$ cat src/rtl/seq_acc_pkg.sv
package seq_acc_pkg;
  // Source select codes; the datapath decodes these values.
  typedef enum logic [1:0] {
    SEL_B    = 2'd0,
    SEL_A    = 2'd1,
    SEL_ONE  = 2'd2,
    SEL_ZERO = 2'd3
  } src_sel_t;

  typedef enum logic [2:0] {
    ST_IDLE  = 3'd0,
    ST_CLR   = 3'd1,
    ST_ADDA0 = 3'd2,
    ST_ADDA1 = 3'd3,
    ST_ADDB  = 3'd4,
    ST_ADD1  = 3'd5,
    ST_DONE  = 3'd6
  } seq_state_t;
endpackage

$ cat src/rtl/seq_acc_rst_sync.sv
module seq_acc_rst_sync #(
  parameter int STAGES = 2
) (
  input  logic clk,
  input  logic rst_n,
  output logic rst_sync_n
);
  logic [STAGES-1:0] chain;

  always_ff @(posedge clk or negedge rst_n) begin
    if (!rst_n) chain <= '0;
    else        chain <= {chain[STAGES-2:0], 1'b1};
  end

  assign rst_sync_n = chain[STAGES-1];
endmodule

$ cat src/rtl/seq_acc_datapath.sv
module seq_acc_datapath
  import seq_acc_pkg::*;
#(
  parameter int W = 4
) (
  input  logic         clk,
  input  logic         rst_n,
  input  logic [W-1:0] op_a,
  input  logic [W-1:0] op_b,
  input  src_sel_t     sel,
  input  logic         ld,
  input  logic         clr,
  output logic [W-1:0] acc
);
  localparam logic [W-1:0] K_ZERO = '0;
  localparam logic [W-1:0] K_ONE  = W'(1);

  logic [W-1:0] src;
  logic [W-1:0] sum;
  logic [W-1:0] acc_nxt;
  logic         acc_en;

  always_comb begin
    case (sel)
      SEL_B:    src = op_b;
      SEL_A:    src = op_a;
      SEL_ONE:  src = K_ONE;
      SEL_ZERO: src = K_ZERO;
      default:  src = K_ZERO;
    endcase
  end

  // Carry out is dropped, so the sum wraps modulo 2**W.
  assign sum = acc + src;

  // Clear wins over load.
  assign acc_en  = clr | ld;
  assign acc_nxt = clr ? K_ZERO : sum;

  always_ff @(posedge clk or negedge rst_n) begin
    if (!rst_n)      acc <= '0;
    else if (acc_en) acc <= acc_nxt;
  end
endmodule

$ cat src/rtl/seq_acc_ctrl.sv
module seq_acc_ctrl
  import seq_acc_pkg::*;
(
  input  logic     clk,
  input  logic     rst_n,
  input  logic     start,
  output src_sel_t sel,
  output logic     ld,
  output logic     clr,
  output logic     done
);
  seq_state_t state, state_nxt;

  always_comb begin
    state_nxt = state;
    case (state)
      ST_IDLE:  if (start) state_nxt = ST_CLR;
      ST_CLR:   state_nxt = ST_ADDA0;
      ST_ADDA0: state_nxt = ST_ADDA1;
      ST_ADDA1: state_nxt = ST_ADDB;
      ST_ADDB:  state_nxt = ST_ADD1;
      ST_ADD1:  state_nxt = ST_DONE;
      ST_DONE:  if (start) state_nxt = ST_CLR;
      default:  state_nxt = ST_IDLE;
    endcase
  end

  always_ff @(posedge clk or negedge rst_n) begin
    if (!rst_n) state <= ST_IDLE;
    else        state <= state_nxt;
  end

  // Moore outputs: decoded from the state register only.
  always_comb begin
    sel  = SEL_ZERO;
    ld   = 1'b0;
    clr  = 1'b0;
    done = 1'b0;
    case (state)
      ST_CLR:   clr = 1'b1;
      ST_ADDA0: begin sel = SEL_A;   ld = 1'b1; end
      ST_ADDA1: begin sel = SEL_A;   ld = 1'b1; end
      ST_ADDB:  begin sel = SEL_B;   ld = 1'b1; end
      ST_ADD1:  begin sel = SEL_ONE; ld = 1'b1; end
      ST_DONE:  done = 1'b1;
      default:  ;
    endcase
  end
endmodule

$ cat src/rtl/seq_acc_unit.sv
module seq_acc_unit
  import seq_acc_pkg::*;
#(
  parameter int W = 4
) (
  input  logic         clk,
  input  logic         rst_n,
  input  logic         start,
  input  logic [W-1:0] op_a,
  input  logic [W-1:0] op_b,
  output logic [W-1:0] acc_d,
  output logic         done
);
  logic     rst_sync_n;
  src_sel_t sel;
  logic     ld;
  logic     clr;

  seq_acc_rst_sync #(.STAGES(2)) u_rst (
    .clk        (clk),
    .rst_n      (rst_n),
    .rst_sync_n (rst_sync_n)
  );

  seq_acc_ctrl u_ctrl (
    .clk   (clk),
    .rst_n (rst_sync_n),
    .start (start),
    .sel   (sel),
    .ld    (ld),
    .clr   (clr),
    .done  (done)
  );

  seq_acc_datapath #(.W(W)) u_dp (
    .clk   (clk),
    .rst_n (rst_sync_n),
    .op_a  (op_a),
    .op_b  (op_b),
    .sel   (sel),
    .ld    (ld),
    .clr   (clr),
    .acc   (acc_d)
  );
endmodule

$ cat config.mk
export PLATFORM = sky130hd
export DESIGN_NAME = seq_acc_unit
export DESIGN_NICKNAME = d
export VERILOG_FILES = /design/src/rtl/seq_acc_pkg.sv /design/src/rtl/seq_acc_rst_sync.sv /design/src/rtl/seq_acc_datapath.sv /design/src/rtl/seq_acc_ctrl.sv /design/src/rtl/seq_acc_unit.sv
export SDC_FILE = /design/constraint.sdc
export NUM_CORES = 1
export LEC_CHECK = 0
export ABC_CLOCK_PERIOD_IN_PS = 1700
export BUFFER_PORTS_ARGS = -buffer_cell sky130_fd_sc_hd__buf_2
export CAP_MARGIN = 0
export CORE_AREA = 2 2 41 50
export CTS_CLUSTER_DIAMETER = 50
export DETAILED_ROUTE_END_ITERATION = 6
export DIE_AREA = 0 0 43 52
export PLACE_DENSITY = 0.53
export SETUP_SLACK_MARGIN = 0.3
export SYNTH_ARGS = -nofsm -noshare
export SYNTH_HDL_FRONTEND = slang
export SYNTH_SLANG_ARGS = --single-unit
export TNS_END_PERCENT = 5
$ cat constraint.sdc
create_clock -name clk -period 1.7 [get_ports clk]
set_input_delay 0.085 -clock clk [delete_from_list [all_inputs] [get_ports clk]]
set_output_delay 0.085 -clock clk [all_outputs]
set_load 0.01 [all_outputs]
* Yosys cells after proc, flatten, opt, wreduce, memory -nomap -nowiden *
Cells that the tools add are included.

storage, ports and cells
  bits of input ports = 11
  logic and storage cells = 28
  register bits after elaboration = 9

cells by class
  reductions and logical operators = 5
  add/subtract/negate cells = 1
  equal/unequal tests = 10
  multiplexer cells = 8
  bitwise logic cells = 1

operators with widths
  kind                                                             number
  3-bit case mux with 6 select lines                               1
  4-bit case mux with 4 select lines                               1
  3-bit == test, second input constant                             3
  3-bit by 2-bit == test with 1-bit output, second input constant  2
  2-bit case mux with 3 select lines                               1
  4-bit adder                                                      1
  2-bit == test, second input constant                             2
  4-bit 2-to-1 mux                                                 1
  2-bit OR reduction                                               2
  4-bit OR reduction                                               1
  3-bit by 1-bit == test with 1-bit output, second input constant  1
  3-bit zero test                                                  1
  1-bit 2-to-1 mux                                                 3
  3-bit 2-to-1 mux                                                 1
  2-bit by 1-bit == test with 1-bit output, second input constant  1
  2-bit zero test                                                  1
  2-bit by 1-bit != test with 1-bit output, second input constant  1
  1-bit OR                                                         1

* Logic depth before layout (Yosys ltp) *
  depth in word-level cells = 7
  gate-level depth with buffers = 14
  depth with buffers taken out = 13

* Hierarchy *
A second synthesis with hierarchy kept.

second synthesis, totals
  cells, all modules = 56
  area total of the unflattened synthesis = 553.0 um^2

modules (own cells, without submodules)
  module            area an instance (um^2)  times used  cells an instance
  seq_acc_datapath  335.3                    1           36
  seq_acc_ctrl      163.9                    1           17
  seq_acc_rst_sync  53.8                     1           3

* Least setup slack after synthesis *
OpenSTA, ideal clock, no wires.

  kind = register -> register
  from = register u_ctrl.state[1]
  to = register u_dp.acc[3]
  stages on the path, launching flop included = 14
  arrival time = 2235 ps
  library setup time = 119 ps
  buffers on the path = 1
  path slack = -654 ps
  period minus slack after synthesis = 2354 ps
  cells stage by stage = dfrtp_1 inv_1 ha_1 buf_4 nor2b_4 o21ai_4 nand3_1 o21ai_1 ha_1 a21o_1 a21oi_1 xnor2_1 xnor2_1 o21a_1

on the way
  word-level cells in the longest chain between the ends = 7
  elaborated cells on any way between the ends = 18

ends and longest elaborated chain
  what                                      line                    source
  start, declared                           seq_acc_ctrl.sv:12      seq_state_t state, state_nxt;
  start signal, assigned                    seq_acc_ctrl.sv:30      else state <= state_nxt;
  3-bit by 2-bit == test with 1-bit output  seq_acc_ctrl.sv:39      case (state)
  2-bit OR reduction (no source line)       --
  2-bit case mux with 3 select lines        seq_acc_ctrl.sv:39
  2-bit == test (tied with other cells)     seq_acc_datapath.sv:24  case (sel)
  4-bit case mux with 4 select lines        seq_acc_datapath.sv:24
  4-bit adder                               seq_acc_datapath.sv:34  assign sum = acc + src;
  4-bit 2-to-1 mux                          seq_acc_datapath.sv:38  assign acc_nxt = clr ? K_ZERO : sum;
  end signal, assigned                      seq_acc_datapath.sv:42  else if (acc_en) acc <= acc_nxt;
  end, declared                             seq_acc_datapath.sv:13  output logic [W-1:0] acc

Several ways; a longest one is shown, not always the timed one.
A chain may end at the register's enable or synchronous reset.

* Worst setup path after layout *
  from = register u_ctrl.state[2]
  to = register u_dp.acc[3]

The elaborated chain is that of the path after synthesis.

==> impl.org <==
** Outcome
- Result of the run :: complete, but fails checks
- Violated checks :: negative setup slack

** GRT
- Via count of the first global-routing pass :: 481
- Largest net degree at the start of global routing :: 8
- Initial antenna violation count :: 0
- The first global-routing pass estimated around 1900 µm of wire.
- Global routing finished with a remaining overflow of 0.
- Combined global-route utilization of all metal layers :: approximately 12%

** Routing
- Vias after detailed routing :: 514
- The count of nets left with antenna violations once routing finished came out at 0.
- After detailed routing, the total wire length is approximately 1100 µm.
- Count of routing violations after the opening detailed-route iteration :: 2
- After detailed routing, the number of remaining DRC violations is 0.
- The first detailed-routing pass took 3 iterations.
- Using the TritonRoute via totals, the vias-per-cell ratio works out to roughly 4.5.
- Wire length per cell :: slightly below 10 µm

** STA
- The final count of pins violating max slew was 0.
- Portion of the clock cycle consumed by the worst path in the final layout :: 125%
- Setup repair after global routing could not meet its margin everywhere.
- Setup violations remaining at the end of the flow were counted as 3.
- Setup skew after layout :: 0.00612 ns
- In the post-route analysis, the smallest setup slack over all paths is -0.433 ns.
- Total Negative Setup Slacks :: -1.22 ns
- Timing would allow up to 469 MHz.
- The final hold violation count is 0.
- Hold timing on the final database bottoms out at a slack of 0.0806 ns.
- Clock period minus worst slack :: 2.13 ns

** Clocking
- Root cell of the clock tree :: clkbuf_4
- Count of clock tree sinks :: 9
- Maximum clock insertion buffer count :: 2
- Clock slew at reported path FFs :: roughly 0.060 ns
- CTS buffer count :: 3
- CTS tree :: yes
- Clock latency at the later pin of the worst-skew pair :: 0.26 ns
- CTS H-tree lvls :: 1

** Synth
- Summed over all instances, the cell type with the most area after synthesis is dfrtp_1.
- Net count of the mapped netlist :: 80
- Leading post-synthesis cells by cell area :: dfrtp_1 39%, ha_1 11%, nor2_1 6.5%
- The synthesized design contains 9 register bits.
- Synthesized area per cell :: 9.24 µm²
- Number of enable flip-flop cells after synthesis :: 0
- Of all flip-flops after synthesis, the portion carrying an async set or reset was 100%.
- Portion of the post-synthesis area used by sequential elements :: 38.7%
- Among all cell types in the netlist, the one instantiated most often is nor2_1.
- Proportion of netlist area held by the largest area contributor :: 38.7%
- Count of yosys warnings during synthesis :: 0
- The netlist uses 24 different library cells.
- Synthesis produced 63 cells.
- Post-synth top cells :: 10 x nor2_1, 9 x dfrtp_1, 7 x inv_1
- Main flop type after synthesis :: dfrtp_1
- After synthesis the cells add up to 582 µm².

** Power and ir drop
- Fraction of power spent switching nets :: 40.2%
- Register share of total power :: 23.4%
- For this design the static power due to leakage is ~0.44 nW.
- Peak supply drop :: 1020 µV
- Cell internal power was estimated by the tool at 0.951 mW.
- Switching component of the power :: 0.639 mW
- Comb power frac :: 66.7%
- Overall power consumption after layout is estimated at 1.59 mW.
- The clock network accounts for between 10% and 20% of the total power.
- Power density normalized to cell area :: 1880 mW/mm²

** Placement
- The wire-length estimate of the detail-placed layout is ~940 µm.
- Including well taps, the total number of placed cells is 107.
- Input and output buffers added on the ports amount to 15.
- At the end of routability-driven placement, the weighted congestion stood at 0.704.
- OpenSTA, run right after detailed placement, puts the worst setup slack at -0.456 ns.

** Setup path
- Cell with the biggest individual delay on the critical path :: dfrtp_2
- By instance count, the cell type seen most on the critical path is xnor2_1.
- Setup CP Type :: flop to flop
- Walking the worst path, the cells encountered are ha_4 > nor2b_4 > o21ai_4 > buf_4 > nand3_1 > o21ai_1 > ha_1 > a21oi_2 > xnor2_1 > xnor2_1 > o21a_1.
- For this run, the slowest stage of the critical path takes between 0.4 and 0.5 ns.
- Cell class contributing the biggest share of worst-path delay :: adder cells
- Buffers & Inverters on Critical Path :: 1
- CP arrival :: 2.28 ns
- STA puts the critical path data required time at 1.85 ns.
- Along the worst path, the maximum fanout reaches 5.
- STA classifies the critical path endpoint as a flop.
- STA classifies the critical path startpoint as a flop.

** Die
- The core region is 0.00179 mm².
- The initial utilization of the core area, before any placement, comes to 32.6%.
- Measured along the y axis, the die boundary spans ~52 µm.
- Die outline area :: 0.00224 mm²
- The die is 43 µm wide.
- Row generation in the floorplan step produced 17 rows.
- 16 I/O pins were placed.

** Flow run
- Across the run, the number of max-cap violations was 0.

** Finish
- For this run, the post-layout net count is 113.
- Antenna cell count :: 0
- The area growth from synthesis to layout is 45.4%.
- Cells with a size suffix above 1 make up a little under half of the layout.
- Final Non-Filler Cells :: 114

** Worst hold path
- The path class of the tightest hold or removal check is input port to flop.
final cells by class:
class,count,area (µm²)
Clock buffer,4,26.3
Sequential cell,9,226
Tap cell,19,23.8
Timing Repair Buffer,29,183
Fill cell,190,941
Multi-Input combinational cell,45,357
Inverter,8,30.0
path summary, 6_finish.rpt:
path                       cells after the start                        start                     endpoint  slack, ns
hold reg to reg                                0     u_rst.chain[1]$_DFF_PN0_      u_dp.acc[0]$_DFFE_PN0P_       0.11
setup / recovery                              11  u_ctrl.state[2]$_DFFE_PN0P_      u_dp.acc[3]$_DFFE_PN0P_      -0.43
hold / removal                                 3                        start  u_ctrl.state[0]$_DFFE_PN0P_       0.08
max in group asynchronous                      0     u_rst.chain[1]$_DFF_PN0_  u_ctrl.state[2]$_DFFE_PN0P_       1.35
setup reg to reg                              11  u_ctrl.state[2]$_DFFE_PN0P_      u_dp.acc[3]$_DFFE_PN0P_      -0.43
min in group asynchronous                      0     u_rst.chain[1]$_DFF_PN0_      u_dp.acc[0]$_DFFE_PN0P_       0.11
layout by cell type (no fill, tap or decap), drive strengths merged:
| cell type | Yosys | layout |
|---|---|---|
| buf | 1 | 28 |
| nor2 | 10 | 10 |
| dfrtp | 9 | 9 |
| inv | 8 | 8 |
| a21oi | 5 | 5 |
| ha | 5 | 5 |
| o21ai | 5 | 5 |
| clkbuf | 0 | 4 |
| nand2 | 3 | 3 |
| nand3 | 2 | 2 |
| xnor2 | 2 | 2 |
| mux2i | 2 | 2 |
| xor2 | 2 | 2 |
| nand2b | 1 | 1 |
| nor2b | 1 | 1 |
| nor3 | 1 | 1 |
| a21o | 1 | 1 |
| and2 | 1 | 1 |
| o21a | 1 | 1 |
| a211o | 1 | 1 |
| fa | 1 | 1 |
| dlygate4sd3 | 0 | 1 |
| conb | 1 | 1 |
per-layer routing:
| layer | global-route usage (%) | vias up | share of wire, % | wire (µm) |
|---|---|---|---|---|
| li1 | - | 265 | - | - |
| met1 | 12.4 | 234 | 40 | 441 |
| met2 | 19.4 | 13 | 53 | 587 |
| met3 | 4.51 | 2 | 5.8 | 64 |
| met4 | 6.06 | 0 | 0.73 | 8 |
| met5 | 0 | - | 0 | 0 |
repair_timing:
item                       CTS  global route
setup endpoints to repair    4             4
pin swaps                    3             4
buffers inserted             0             2
gates resized for setup      2             3
hold endpoints to repair     2             0
hold buffers                 1             0
worst reg2reg max path, cell delays in order (launching register included):
cell     delay [ns]
dfrtp_2        0.43
ha_4           0.26
nor2b_4        0.12
o21ai_4        0.08
buf_4          0.14
nand3_1        0.07
o21ai_1        0.07
ha_1           0.30
a21oi_2        0.16
xnor2_1        0.14
xnor2_1        0.09
o21a_1         0.17
power groups by stage:
stage	sequential (mW)	clock [mW]	combinational [mW]
after CTS	0.375	0.170	1.03
after floorplan	0.409	0	0.628
after global routing	0.388	0.182	1.20
final	0.371	0.159	1.06
after global placement	0.375	0	0.989
after detailed placement	0.378	0	1.01
stage by stage:
stage | util, % | instance area (µm²)
6_report | 47.3 | 846
3_5_place_dp | 43.3 | 773
4_1_cts | 45.7 | 816
3_3_place_gp | 43.3 | 773
5_1_grt | 47.3 | 846
2_1_floorplan | - | 603
flip-flops by register name, summed over array words and instances (netlist names):
name / cells
u_ctrl.state: 3
u_rst.chain: 2
u_dp.acc: 4
cell families after synthesis:
logic type	Yosys count	share of synthesized area, %
other cells	1	0.645
simple gates	19	15.9
compound gates	13	14.6
buf+inv	9	6.45
fa+ha+maj	6	14.2
mux	2	3.44
flops	9	38.7
xor+xnor	4	6.02
Power figures use the tool's default switching activity.
